==> src/rtl/vattr_buffer.sv <==
module vattr_buffer #(
  parameter int NSLOT = 16,
  parameter int NBUF  = 3,
  parameter int CW    = 32,
  localparam int SW = $clog2(NSLOT),
  localparam int BW = (NBUF > 1) ? $clog2(NBUF) : 1,
  localparam int VW = 4 * CW
) (
  input  logic            clk,
  input  logic            rst_n,
  input  logic            wr_valid,
  output logic            wr_ready,
  input  logic [SW-1:0]   wr_slot,
  input  logic [3:0]      wr_mask,
  input  logic [VW-1:0]   wr_data,
  output logic            dr_valid,
  output logic [BW-1:0]   dr_buf,
  output logic [SW-1:0]   dr_slot,
  output logic [VW-1:0]   dr_data,
  output logic [NBUF-1:0] ib_valid,
  input  logic [NBUF-1:0] ib_ready
);

  localparam logic [CW-1:0] ONE  = CW'(32'h3F80_0000);
  localparam logic [VW-1:0] DEFV = {ONE, {(3*CW){1'b0}}};

  logic [VW-1:0]    attr  [NSLOT];
  logic [NSLOT-1:0] dirty [NBUF];
  logic [NSLOT-1:0] pend;
  logic [NBUF-1:0]  busy;
  logic [BW-1:0]    cur, nxt, nxt_inc;
  logic [SW-1:0]    low;
  logic [VW-1:0]    wnew;
  logic             draining, is_pos, wr_acc, trig, preempt;

  assign draining = |pend;
  assign is_pos   = (wr_slot == '0);
  assign wr_ready = !is_pos || (!draining && !busy[nxt]);
  assign wr_acc   = wr_valid && wr_ready;
  assign trig     = wr_acc && is_pos;
  assign preempt  = wr_acc && pend[wr_slot];
  assign nxt_inc  = (nxt == BW'(NBUF-1)) ? '0 : nxt + 1'b1;

  always_comb begin
    low = '0;
    for (int i = NSLOT-1; i >= 0; i--)
      if (pend[i]) low = SW'(i);
  end

  always_comb begin
    wnew = DEFV;
    for (int c = 0; c < 4; c++)
      if (wr_mask[c]) wnew[c*CW +: CW] = wr_data[c*CW +: CW];
  end

  assign dr_valid = draining;
  assign dr_slot  = preempt ? wr_slot : low;
  assign dr_data  = attr[dr_slot];
  assign dr_buf   = cur;

  for (genvar b = 0; b < NBUF; b++) begin : g_ib
    assign ib_valid[b] = busy[b] && !(draining && cur == BW'(b));
  end

  always_ff @(posedge clk) begin
    if (!rst_n) begin
      for (int i = 0; i < NSLOT; i++) attr[i] <= DEFV;
      for (int b = 0; b < NBUF; b++) dirty[b] <= '1;
      pend <= '0;
      busy <= '0;
      cur  <= '0;
      nxt  <= '0;
    end else begin
      if (draining) pend[dr_slot] <= 1'b0;
      for (int b = 0; b < NBUF; b++)
        if (ib_valid[b] && ib_ready[b]) busy[b] <= 1'b0;
      if (wr_acc) begin
        attr[wr_slot] <= wnew;
        for (int b = 0; b < NBUF; b++) dirty[b][wr_slot] <= 1'b1;
      end
      if (trig) begin
        pend       <= dirty[nxt] | NSLOT'(1);
        dirty[nxt] <= '0;
        busy[nxt]  <= 1'b1;
        cur        <= nxt;
        nxt        <= nxt_inc;
      end
    end
  end

  a_r2_empty_mask_default: assert property (@(posedge clk) disable iff (!rst_n)
    (wr_acc && wr_mask == 4'b0) |=> attr[$past(wr_slot)] == DEFV);

  a_r4_trigger_starts_fill: assert property (@(posedge clk) disable iff (!rst_n)
    trig |=> (dr_valid && dr_buf == $past(nxt)));

  a_r5_slot_sent_once: assert property (@(posedge clk) disable iff (!rst_n)
    dr_valid |=> !pend[$past(dr_slot)]);

  a_r7_valid_after_fill: assert property (@(posedge clk) disable iff (!rst_n)
    $fell(dr_valid) |-> ib_valid[$past(dr_buf)]);

  a_r8_pos_stall: assert property (@(posedge clk) disable iff (!rst_n)
    (wr_valid && wr_slot == '0 && dr_valid) |-> !wr_ready);

endmodule

==> config.mk <==
export PLATFORM = sky130hd
export DESIGN_NAME = vattr_buffer
export DESIGN_NICKNAME = d
export VERILOG_FILES = /design/src/rtl/vattr_buffer.sv
export SDC_FILE = /design/constraint.sdc
export NUM_CORES = 2
export LEC_CHECK = 0
export BUFFER_PORTS_ARGS = -buffer_cell sky130_fd_sc_hd__buf_2
export CORE_MARGIN = 2
export CORE_UTILIZATION = 40
export DETAILED_ROUTE_END_ITERATION = 12
export HOLD_SLACK_MARGIN = 0.02
export SLEW_MARGIN = 20
export SYNTH_ARGS = -nofsm -noshare
export SYNTH_HDL_FRONTEND = slang
export SYNTH_SLANG_ARGS = --single-unit
==> constraint.sdc <==
create_clock -name clk -period 5.9 [get_ports clk]
set_clock_uncertainty 0.15 [all_clocks]
set_input_delay 0 -clock clk [delete_from_list [all_inputs] [get_ports clk]]
set_output_delay 0 -clock clk [all_outputs]
set_load 0.01 [all_outputs]
==> out/metrics.cfg <==
[run_status]
status = finished clean

[clock_tree]
clock_sinks = 2118
cts-htree-levels = 4
numCtsBuffers = 219
clk_pin_slew_worst_paths_ns = 0.06
ctsResizeCount = 0
cts_max_path_buffers = 3
ctsRootBufferMaster = clkbuf_16
clk-insertion-delay-late_ns = 0.91
cts_tree = done

[logic_synthesis]
synth_cell_types = 55
syn_inst = 8331
synthFlopType = edfxtp_1
synth-seq-cells = 2118
syn_area_um2 = 99300
ys_seq_area_share_pct = 63.4
synthArstFlopShare_pct = 0
syn_area_per_cell_um2 = 11.9
yosys_warnings = 0
syn-num-nets = 8473
synth_edf_count = 2048

[worst_setup_path]
reg2reg_to = pend[10]$_SDFFE_PN0P_
critical_path_class = reg -> out
reg2regPathDepth = 11
r2r_setup_slack_ns = 1.52
setup.worst_path.start = pend[8]$_SDFFE_PN0P_
worstSetupEndpointType = output port
critPathLaunchType = register
rr_startpoint = pend[8]$_SDFFE_PN0P_
cp_data_arrival_time_ns = 5.63
cp.required_ns = 5.75
crit_path_max_fanout = 29

[detailed_routing]
drt-initial-drc-count = 10900
via_per_inst = 6.42
final_antenna_net_count = 0
drc = 0
vias = 75900
totalWireLength_mm = 368
dr.pass1.iters = 7
post_drt_wl_per_cell_um = 31.1

[sta]
fmax_mhz = 173
tightest_slew_ns = 1.23
tns_ns = 0
setup_violations = 0
min_period_over_period_pct = 98.0
fin_ws_ns = 0.118
slew_viol_final = 0
hold_viol = 0
fin_crit_ns = 5.78
relSlewSlack_pct = 18.3
rsz0062_at_grt = no

[job]
maxCapViolCount = 0

[final_layout]
layout-drive-gt1-share_pct = 14.8
multi_input_area_um2 = 33400
fill_cells = 22200
fin_nets = 8467
areaGrowthSynthToFinish_pct = 13.3
regArea_um2 = 62900

[placement]
dpl_worst_slack_ns = 0.964
place.port_buffers = 280
gp_congestion = 0.815
hpwl_mm = 190

[power_and_ir_drop]
switching_share_pct = 39.6
power.density_nw_per_um2 = 455
p_seq_share_pct = 34.5
p_total_mw = 51.2
ir_drop_mv = 0.591
p_sw_mw = 20.2
p_leak_nw = 37.1
clkPwrFrac_pct = 25.7
p_int_mw = 30.9
pwr-share-comb_pct = 39.8

[min_path]
holdPathEnd = attr[8][91]$_SDFFCE_PN0P_
hold_start = wr_mask[2]
holdPathStages = 3
min_path_type = in -> reg

[floorplanning]
core_um2 = 246000
dieArea_um2 = 252000
die_h_um = 502
initial_core_util_pct = 40.3
placementRows = 182
ios = 281
fp.dieW_um = 502

[global_routing]
grt_max_degree = 155
grt_overflow_total = 0
grt_first_pass_wirelength_mm = 528
met3_usage_pct = 5.94
met2_usage_pct = 45.3
grt_pass1_vias = 75500
grtUsageTotal_pct = 28.5
use_met1_pct = 38.1
antenna_found_initial = 15
globalRoute.busiestLayer = met2

## cell usage in the layout, fill, tap and decap left out, drive strengths merged, types with 2 or more instances in the layout
cell type,instances
a21boi,4
a21oi,97
a221oi,309
a222oi,128
a22o,128
a22oi,337
a32o,50
a32oi,2
and2,6
and3,2
buf,477
bufinv,3
clkbuf,290
clkinv,104
clkinvlp,2
dfxtp,70
diode,5
dlygate4sd3,163
edfxtp,2048
inv,14
mux2,435
mux2i,364
nand2,755
nand2b,6
nand3,18
nor2,1984
nor2b,18
nor3,3
nor4,7
o211ai,56
o21a,46
o21ai,26
o22a,49
o22ai,208
o31a,2
o31ai,2
o32ai,208
or2,2
or3,81
## Yosys cell counts, types with 46 or more instances
cell,count,area (um2)
nor2_1,1982,7440
o32ai_1,208,1820
edfxtp_1,2048,61500
a21oi_1,97,485
o22ai_1,208,1300
or3_1,81,507
o22a_1,49,429
buf_2,75,375
a22oi_1,337,2530
dfxtp_1,70,1400
a22o_1,128,1120
o211ai_1,56,420
buf_1,57,214
clkbuf_1,726,2730
a222oi_1,128,1280
mux2_2,434,4890
mux2i_1,364,3640
o21a_1,46,345
a32o_1,49,490
a221oi_1,309,2710
nand2_1,755,2830
## per-layer routing
layer,up-vias,share of wire (%)
met4,6,3.9
met3,893,12
li1,31400,-
met2,5251,46
met5,-,0.011
met1,38300,38
## cell type report
type	instances	share of cell area, %
Inverter	5	0.0167
Tap cell	3312	3.69
Clock buffer	290	5.13
Antenna cell	5	0.0111
Sequential cell	2118	55.9
Multi-Input combinational cell	5341	29.7
Timing Repair Buffer	640	4.74
Clock inverter	118	0.754
## cell families after synthesis
family	synth area share, %
and+or+nand+nor	11.3
DFF	63.4
AOI/OAI and AO/OA	13.3
buffers and inverters	3.45
muxes	8.61
## stage by stage
step                      utilization [%]  instances  instance area (um2)  hold slack (ns)
after global routing                 45.6      11800               112000            0.144
final                                45.6      11800               112000           0.0853
after CTS                            45.6      11800               112000           0.0383
after global placement               42.3      11200               104000            0.145
after floorplan                         -       8331                99300           0.0333
after detailed placement             42.3      11200               104000            0.143
## worst max path at each step
| stage | to | cells past startpoint | slack, ns |
|---|---|---|---|
| final | dr_data[100] | 12 | 0.12 |
| after global routing | dr_data[100] | 12 | 0.04 |
| after CTS | dr_data[33] | 12 | 0.02 |
| after detailed placement | dr_data[126] | 12 | 0.96 |
| after global placement | dr_data[126] | 12 | 1.01 |
| after floorplan | attr[0][0]$_SDFFCE_PN0P_ | 8 | 0.71 |
## timing repair
item                                     CTS  global route
hold endpoints to repair                2158             0
endpoints found under the setup margin     1            34
buffers inserted                           4             2
pin swaps                                  0             1
hold buffers                             163             0
## critical path, cell delays in order, from the launching register on
cell and delay (ns):
dfxtp_1 0.37, nor4_1 0.37, nand2_1 0.23, nor2_4 0.22, inv_2 0.10, a211o_1 0.34
a32o_4 0.52, mux2i_4 0.26, buf_4 0.53, mux2_2 0.41, a222oi_1 0.64, o211ai_1 0.40
buf_2 0.25
## state kept, by name, summed over array words and instances (netlist names), named ones only
signal and flops:
attr 2048, busy 3, dirty 45, dr_buf 2, nxt 2, pend 16
## power groups by stage
stage	combinational, mW	sequential (mW)	clock (mW)
after detailed placement	19.8	18.0	0
after global placement	19.8	17.9	0
after global routing	21.2	17.7	13.8
after CTS	20.1	17.6	13.2
final	20.4	17.6	13.1
after floorplan	11.3	17.9	0
No activity file was read; power rests on OpenSTA's default activity.
